File: src/rtl/dyn_cmd_pkg.sv
// Shared types for the dynamic-mode command decoder.
// Assumes: engine action codes are fixed by the engine interface.
package dyn_cmd_pkg;
    typedef enum logic [2:0] {
        OP_NONE   = 3'd0,
        OP_START  = 3'd1,
        OP_RSTART = 3'd2,
        OP_SEND   = 3'd3,
        OP_RECV   = 3'd4,
        OP_STOP   = 3'd5
    } eng_op_e;

    typedef enum logic [2:0] {
        ST_IDLE,
        ST_START,
        ST_ADDR,
        ST_DATA,
        ST_RECV,
        ST_STOP
    } seq_state_e;

    localparam int BYTE_W  = 8;
    localparam int WORD_W  = 10;
    localparam int BIT_STA = 8;
    localparam int BIT_STO = 9;
endpackage

File: src/rtl/dyn_fifo.sv
// Synchronous first-in first-out queue with a head-of-queue view.
// Assumes: DEPTH is a power of two; a push when full and a pop when empty
// are both ignored; the head is valid whenever empty is low.
module dyn_fifo #(
    parameter int W     = 10,
    parameter int DEPTH = 16,
    localparam int AW   = $clog2(DEPTH),
    localparam int CW   = $clog2(DEPTH + 1)
) (
    input  logic          clk,
    input  logic          rst_n,
    input  logic          push,
    input  logic [W-1:0]  push_data,
    input  logic          pop,
    output logic [W-1:0]  head,
    output logic          full,
    output logic          empty,
    output logic [CW-1:0] level
);
    logic [W-1:0]  mem [DEPTH];
    logic [AW-1:0] wptr, rptr;
    logic          do_push, do_pop;

    assign do_push = push && !full;
    assign do_pop  = pop && !empty;
    assign full    = (level == CW'(DEPTH));
    assign empty   = (level == '0);
    assign head    = mem[rptr];

    // Storage write: only accepted pushes touch the array.
    always_ff @(posedge clk) begin
        if (do_push) mem[wptr] <= push_data;
    end

    // Pointer and occupancy upkeep.
    always_ff @(posedge clk) begin
        if (!rst_n) begin
            wptr  <= '0;
            rptr  <= '0;
            level <= '0;
        end else begin
            if (do_push) wptr <= wptr + 1'b1;
            if (do_pop)  rptr <= rptr + 1'b1;
            case ({do_push, do_pop})
                2'b10:   level <= level + 1'b1;
                2'b01:   level <= level - 1'b1;
                default: level <= level;
            endcase
        end
    end

    assert_level_bound_R7: assert property (@(posedge clk) disable iff (!rst_n)
        level <= CW'(DEPTH));
    assert_no_overflow_R7: assert property (@(posedge clk) disable iff (!rst_n)
        (full && push && !pop) |=> (full && level == $past(level)));
endmodule

File: src/rtl/dyn_cmd_seq.sv
// Command sequencer: decodes the word at the head of the transmit queue
// into engine actions and pops it once its last action is done.
// Assumes: the head stays stable until popped; eng_done is honoured only
// while eng_req is high.
module dyn_cmd_seq
    import dyn_cmd_pkg::*;
#(
    parameter int CNT_W = 8
) (
    input  logic              clk,
    input  logic              rst_n,
    input  logic [WORD_W-1:0] head,
    input  logic              tx_empty,
    output logic              tx_pop,
    input  logic              rx_full,
    output logic              rx_push,
    output logic [BYTE_W-1:0] rx_push_data,
    output logic              eng_req,
    output logic [2:0]        eng_op,
    output logic [BYTE_W-1:0] eng_byte,
    output logic              eng_nack,
    input  logic              eng_done,
    input  logic [BYTE_W-1:0] eng_rx_byte,
    output logic              bus_busy,
    output logic              proto_err
);
    seq_state_e       state;
    logic             rd_mode;
    logic [CNT_W-1:0] rcnt;
    logic             go, h_sta, h_sto, discard;

    assign h_sta   = head[BIT_STA];
    assign h_sto   = head[BIT_STO];
    assign go      = eng_req && eng_done;
    assign discard = !tx_empty && !h_sta && (!bus_busy || (rd_mode && !h_sto));
    assign rx_push = (state == ST_RECV) && go;
    assign rx_push_data = eng_rx_byte;

    // Request, action code and byte presented to the engine per state.
    always_comb begin
        eng_req  = 1'b0;
        eng_op   = OP_NONE;
        eng_byte = '0;
        eng_nack = 1'b0;
        case (state)
            ST_START: begin
                eng_req = 1'b1;
                eng_op  = bus_busy ? OP_RSTART : OP_START;
            end
            ST_ADDR, ST_DATA: begin
                eng_req  = 1'b1;
                eng_op   = OP_SEND;
                eng_byte = head[BYTE_W-1:0];
            end
            ST_RECV: begin
                eng_req  = !rx_full;
                eng_op   = OP_RECV;
                eng_nack = (rcnt == CNT_W'(1));
            end
            ST_STOP: begin
                eng_req = 1'b1;
                eng_op  = OP_STOP;
            end
            default: ;
        endcase
    end

    // Pop the head once it is discarded or its final action is done.
    always_comb begin
        tx_pop = 1'b0;
        case (state)
            ST_IDLE:          tx_pop = discard;
            ST_ADDR, ST_DATA: tx_pop = go && !h_sto;
            ST_STOP:          tx_pop = go;
            default:          tx_pop = 1'b0;
        endcase
    end

    // State walk, bus ownership, direction, receive count and error flag.
    always_ff @(posedge clk) begin
        if (!rst_n) begin
            state     <= ST_IDLE;
            rd_mode   <= 1'b0;
            rcnt      <= '0;
            bus_busy  <= 1'b0;
            proto_err <= 1'b0;
        end else begin
            case (state)
                ST_IDLE: if (!tx_empty) begin
                    if (h_sta)          state <= ST_START;
                    else if (discard)   proto_err <= 1'b1;
                    else if (rd_mode) begin
                        rcnt  <= head[CNT_W-1:0];
                        state <= (head[CNT_W-1:0] == '0) ? ST_STOP : ST_RECV;
                    end else            state <= ST_DATA;
                end
                ST_START: if (go) begin
                    bus_busy <= 1'b1;
                    state    <= ST_ADDR;
                end
                ST_ADDR: if (go) begin
                    rd_mode <= head[0];
                    state   <= h_sto ? ST_STOP : ST_IDLE;
                end
                ST_DATA: if (go) state <= h_sto ? ST_STOP : ST_IDLE;
                ST_RECV: if (go) begin
                    rcnt <= rcnt - 1'b1;
                    if (rcnt == CNT_W'(1)) state <= ST_STOP;
                end
                ST_STOP: if (go) begin
                    bus_busy <= 1'b0;
                    rd_mode  <= 1'b0;
                    state    <= ST_IDLE;
                end
                default: state <= ST_IDLE;
            endcase
        end
    end

    assert_req_hold_R6: assert property (@(posedge clk) disable iff (!rst_n)
        (eng_req && !eng_done) |=> (eng_req && $stable(eng_op) && $stable(eng_byte)));
    assert_last_nack_stop_R4: assert property (@(posedge clk) disable iff (!rst_n)
        (eng_req && eng_done && eng_op == OP_RECV && eng_nack) |=> (eng_op == OP_STOP));
    assert_rx_stall_R9: assert property (@(posedge clk) disable iff (!rst_n)
        rx_full |-> !(eng_req && eng_op == OP_RECV));
    assert_busy_rise_R10: assert property (@(posedge clk) disable iff (!rst_n)
        $rose(bus_busy) |-> $past(eng_done && eng_op == OP_START));
    assert_err_sticky_R8: assert property (@(posedge clk) disable iff (!rst_n)
        proto_err |=> proto_err);
endmodule

File: src/rtl/dyn_cmd_decoder.sv
// Top of the dynamic-mode command decoder: transmit queue, sequencer and
// receive queue, plus the sticky overflow flag for dropped writes.
// Assumes: the byte engine holds done for one clock per action.
module dyn_cmd_decoder
    import dyn_cmd_pkg::*;
#(
    parameter int TX_DEPTH = 16,
    parameter int RX_DEPTH = 16,
    localparam int TLW     = $clog2(TX_DEPTH + 1),
    localparam int RLW     = $clog2(RX_DEPTH + 1)
) (
    input  logic              clk,
    input  logic              rst_n,
    input  logic              cmd_wr,
    input  logic [WORD_W-1:0] cmd_word,
    output logic              eng_req,
    output logic [2:0]        eng_op,
    output logic [BYTE_W-1:0] eng_byte,
    output logic              eng_nack,
    input  logic              eng_done,
    input  logic [BYTE_W-1:0] eng_rx_byte,
    input  logic              rx_pop,
    output logic [BYTE_W-1:0] rx_byte,
    output logic              tx_full,
    output logic              tx_empty,
    output logic [TLW-1:0]    tx_level,
    output logic              rx_full,
    output logic              rx_empty,
    output logic              bus_busy,
    output logic              tx_overflow,
    output logic              proto_err
);
    logic [WORD_W-1:0] tx_head;
    logic              tx_pop, rx_push;
    logic [BYTE_W-1:0] rx_push_data;
    logic [RLW-1:0]    rx_level;

    dyn_fifo #(.W(WORD_W), .DEPTH(TX_DEPTH)) u_txq (
        .clk(clk), .rst_n(rst_n),
        .push(cmd_wr), .push_data(cmd_word), .pop(tx_pop),
        .head(tx_head), .full(tx_full), .empty(tx_empty), .level(tx_level)
    );

    dyn_cmd_seq #(.CNT_W(BYTE_W)) u_seq (
        .clk(clk), .rst_n(rst_n),
        .head(tx_head), .tx_empty(tx_empty), .tx_pop(tx_pop),
        .rx_full(rx_full), .rx_push(rx_push), .rx_push_data(rx_push_data),
        .eng_req(eng_req), .eng_op(eng_op), .eng_byte(eng_byte),
        .eng_nack(eng_nack), .eng_done(eng_done), .eng_rx_byte(eng_rx_byte),
        .bus_busy(bus_busy), .proto_err(proto_err)
    );

    dyn_fifo #(.W(BYTE_W), .DEPTH(RX_DEPTH)) u_rxq (
        .clk(clk), .rst_n(rst_n),
        .push(rx_push), .push_data(rx_push_data), .pop(rx_pop),
        .head(rx_byte), .full(rx_full), .empty(rx_empty), .level(rx_level)
    );

    // Sticky record of any write attempted while the transmit queue is full.
    always_ff @(posedge clk) begin
        if (!rst_n)                 tx_overflow <= 1'b0;
        else if (cmd_wr && tx_full) tx_overflow <= 1'b1;
    end

    assert_overflow_cause_R7: assert property (@(posedge clk) disable iff (!rst_n)
        $rose(tx_overflow) |-> $past(cmd_wr && tx_full));
    assert_rx_level_R9: assert property (@(posedge clk) disable iff (!rst_n)
        rx_push |-> !rx_full);
endmodule

File: config.mk
export PLATFORM = sky130hd
export DESIGN_NAME = dyn_cmd_decoder
export DESIGN_NICKNAME = d
export VERILOG_FILES = /design/src/rtl/dyn_cmd_pkg.sv /design/src/rtl/dyn_fifo.sv /design/src/rtl/dyn_cmd_seq.sv /design/src/rtl/dyn_cmd_decoder.sv
export SDC_FILE = /design/constraint.sdc
export NUM_CORES = 1
export LEC_CHECK = 0
export BUFFER_PORTS_ARGS = -buffer_cell sky130_fd_sc_hd__clkbuf_2
export CORE_MARGIN = 3
export CORE_UTILIZATION = 56
export CTS_CLUSTER_SIZE = 30
export DETAILED_ROUTE_END_ITERATION = 10
export PLACE_DENSITY = 0.83
export SLEW_MARGIN = 0
export SYNTH_ARGS = -nofsm -noshare
export SYNTH_HDL_FRONTEND = slang
export SYNTH_HIERARCHICAL = 1
export SYNTH_SLANG_ARGS = --single-unit
File: constraint.sdc
create_clock -name clk -period 4.85 [get_ports clk]
set_clock_uncertainty 0.2 [all_clocks]
set_input_delay 0 -clock clk [delete_from_list [all_inputs] [get_ports clk]]
set_output_delay 0 -clock clk [all_outputs]
set_load 0.02 [all_outputs]
==> metrics <==
hold endpoint=tx_overflow$_SDFFE_PN0P_; clock network power share=34.8%; via/cell ratio=6.19; crit end category=register; Setup CP Type=reg2reg; asr flop ratio synth=0%; Final ANT Viol Nets=0; Power Dens Cells=478 nW/um^2; yosys warns=6; Distinct cells, synth=65; clock transition at the registers of the reported paths=0.06 ns; DIE HEIGHT=166 um; Post-Syn Area=14300 sq um; post-route cell area=16100 sq um; most used flip-flop cell after synthesis=edfxtp_1; Top Ports=56; final hold vios=0; WP data arrival=4.81 ns; sequential power share=44.7%; CP Launch Type=register; r2r setup slk=0.29 ns; vias in the first global route=7873; layout cell share with drive strength beyond 1=20.4%; leakage power=0.00537 uW; initial core utilization=57.9%; final hold slack=0.196 ns; initial antenna violation count=0; IO buf count=55; drt pass-1 iters=5; worst hold path type=in2reg; Max rail drop VDD=366 uV; CP Max Fanout=10; H-tree depth=2; Yosys reg bits=337; largest net degree at the start of global routing=39; max-cap violation count=0; first-pass GRT wire length=46300 um; Final HPWL DP=17900 um; hold_sp=cmd_wr; Routed Wire Length=29500 um; reg2reg path depth=13; min Tclk post-route=4.56 ns; # resized after CTS=0; synthesis-to-finish area growth=12.9%; Die ar.=27500 sq um; Seq/Total Area, Yosys=67.4%; maximum clock rate=0.220 GHz; routed len/inst=23.6 um; Mapped Avg Cell Area=17.3 sq um; Final Slew Violations=0; CTS tree=done; P_sw=2130 uW; Root Buffer=clkbuf_16; r2r endpoint=u_txq/level[4]$_SDFFE_PN0P_; internal power=5580 uW; Post-Synthesis Cells=826; unrepaired setup endpoints after global routing=false; global route overflow=0; die width=166 um; relative slew slack=19.5%; worst skew pair latency=0.52 ns; Worst-Margin Slew=1.20 ns; sw frac=27.6%; final net count=941; row count=57; Syn Nets=867; Area after DPL=14800 sq um; CORE AREA=24700 sq um; Num CTS Buffers=35; WHS Path Cells=4; Clock Sinks=337; Final period util=93.9%; Final GP Congestion=0.815; # DRC=0; total track usage=21.7%; DR vias=7740; Comb power frac=20.5%; Post-synth EDFFs=288; status=complete, no violations; CTS Buffer Depth=3; starting DRC count in detailed routing=763; final setup vio count=0; diodes inserted=0; final setup TNS=0 ns; CP Data Required Time=5.11 ns
[synthesized netlist by cell type, types with 5 or more instances]
master,count,share of area (%)
a22oi_1,6,0.32
mux4_1,46,8.5
buf_1,7,0.18
buf_6,7,0.55
nor2_1,70,1.8
o211ai_1,8,0.42
nand3b_1,6,0.32
nand2_1,34,0.89
clkbuf_1,24,0.63
o21ai_1,9,0.32
or4_1,5,0.26
nand2b_1,8,0.35
xor2_1,12,0.74
o21ai_0,8,0.28
inv_1,16,0.42
dfxtp_1,49,6.9
edfxtp_1,288,61
mux4_2,44,6.9
nor3_1,20,0.70
nor2b_1,9,0.39
ha_1,18,1.6
buf_2,6,0.21
buf_4,9,0.47
a21oi_1,21,0.74
and2_1,9,0.39
mux2i_1,6,0.42
nand3_1,9,0.32
o21a_1,8,0.42
[placed cells by master (no fill, tap or decap), types with 16 or more instances in the layout]
master	Yosys	routed
edfxtp_1	288	288
mux4_2	44	44
nor2_1	70	70
mux4_1	46	46
nor3_1	20	20
dlygate4sd3_1	0	22
nand2_1	34	34
dfxtp_1	49	47
clkbuf_2	0	55
clkbuf_16	0	36
ha_1	18	18
a21oi_1	21	21
inv_1	16	16
[per-stage QoR]
| step | util [%] | setup slack, ns | cells | total power, uW |
|---|---|---|---|---|
| global placement | 59.8 | 0.492 | 1165 | 5020 |
| finish | 65.4 | 0.295 | 1250 | 7710 |
| detailed placement | 59.8 | 0.446 | 1165 | 5050 |
| global route | 65.4 | 0.0123 | 1250 | 8000 |
| CTS | 65.4 | 0.318 | 1250 | 7760 |
| floorplan | - | 0.263 | 826 | 4710 |
[worst max-delay path, cell delays in order, from the launching register on]
cell and delay [ns]:
dfxtp_2 0.51, mux4_2 0.56, mux4_2 0.53, or4_1 0.48, a21oi_1 0.18, nor3_1 0.08, a21oi_1 0.28, o21ai_4 0.15
inv_1 0.08, ha_1 0.34, or4b_2 0.71, a21oi_1 0.20, a31oi_1 0.07, nand3b_1 0.12
[cells by family (layout without fill, tap and decap cells)]
kind of cell | count (synthesis) | count (layout) | synth area share, %
AO/OA/AOI/OAI | 90 | 90 | 4.56
XOR/XNOR | 14 | 14 | 0.858
adder cells (fa/ha/maj) | 18 | 18 | 1.58
buffers and inverters | 73 | 173 | 2.84
flip-flops | 337 | 337 | 67.4
multiplexers | 96 | 96 | 15.8
AND/OR/NAND/NOR | 198 | 198 | 6.99
[state kept, by name, summed over array words and instances, names as in the netlist, named ones only]
name             cells
u_txq/mem          160
u_rxq/mem          128
u_seq/rcnt           8
u_rxq/level          5
u_txq/level          5
u_rxq/rptr           4
u_rxq/wptr           4
u_txq/rptr           4
u_txq/wptr           4
u_seq/state          3
tx_overflow          1
u_seq/bus_busy       1
u_seq/proto_err      1
u_seq/rd_mode        1
[power by group through the flow]
stage / Clock [uW] / Combinational (uW) / Sequential, uW
2_1_floorplan: 0 / 1320 / 3390
3_3_place_gp: 0 / 1520 / 3500
3_5_place_dp: 0 / 1550 / 3500
4_1_cts: 2720 / 1590 / 3440
5_1_grt: 2830 / 1710 / 3470
6_report: 2680 / 1580 / 3440
[worst max path at each step]
| stage | start | end | cells past startpoint |
|---|---|---|---|
| finish | register | u_txq/level[4]$_SDFFE_PN0P_ | 13 |
| global route | register | u_txq/level[4]$_SDFFE_PN0P_ | 13 |
| CTS | register | u_txq/level[4]$_SDFFE_PN0P_ | 13 |
| detailed placement | register | u_txq/level[4]$_SDFFE_PN0P_ | 13 |
| global placement | register | u_txq/level[4]$_SDFFE_PN0P_ | 13 |
| floorplan | register | u_txq/level[2]$_SDFFE_PN0P_ | 17 |
[repair_timing]
| item | CTS | global route |
|---|---|---|
| hold buffers | 22 | 0 |
| hold endpoints to repair | 316 | 0 |
| buffers inserted | 0 | 0 |
[cell type report]
class | instances | area, sq um
Sequential cell | 337 | 9630
Fill cell | 1611 | 8540
Multi-Input combinational cell | 416 | 4260
Clock buffer | 44 | 941
Timing Repair Buffer | 92 | 608
Tap cell | 324 | 405
Clock inverter | 19 | 218
Inverter | 18 | 77.6
[per-layer routing]
metal	up-vias	GRT usage [%]	routed length, um
met2	315	37.9	15700
li1	3443	-	-
met4	0	7.27	783
met5	-	0	0
met3	65	3.36	1750
met1	3917	28.3	11300
No activity file was read; power rests on OpenSTA's default activity.
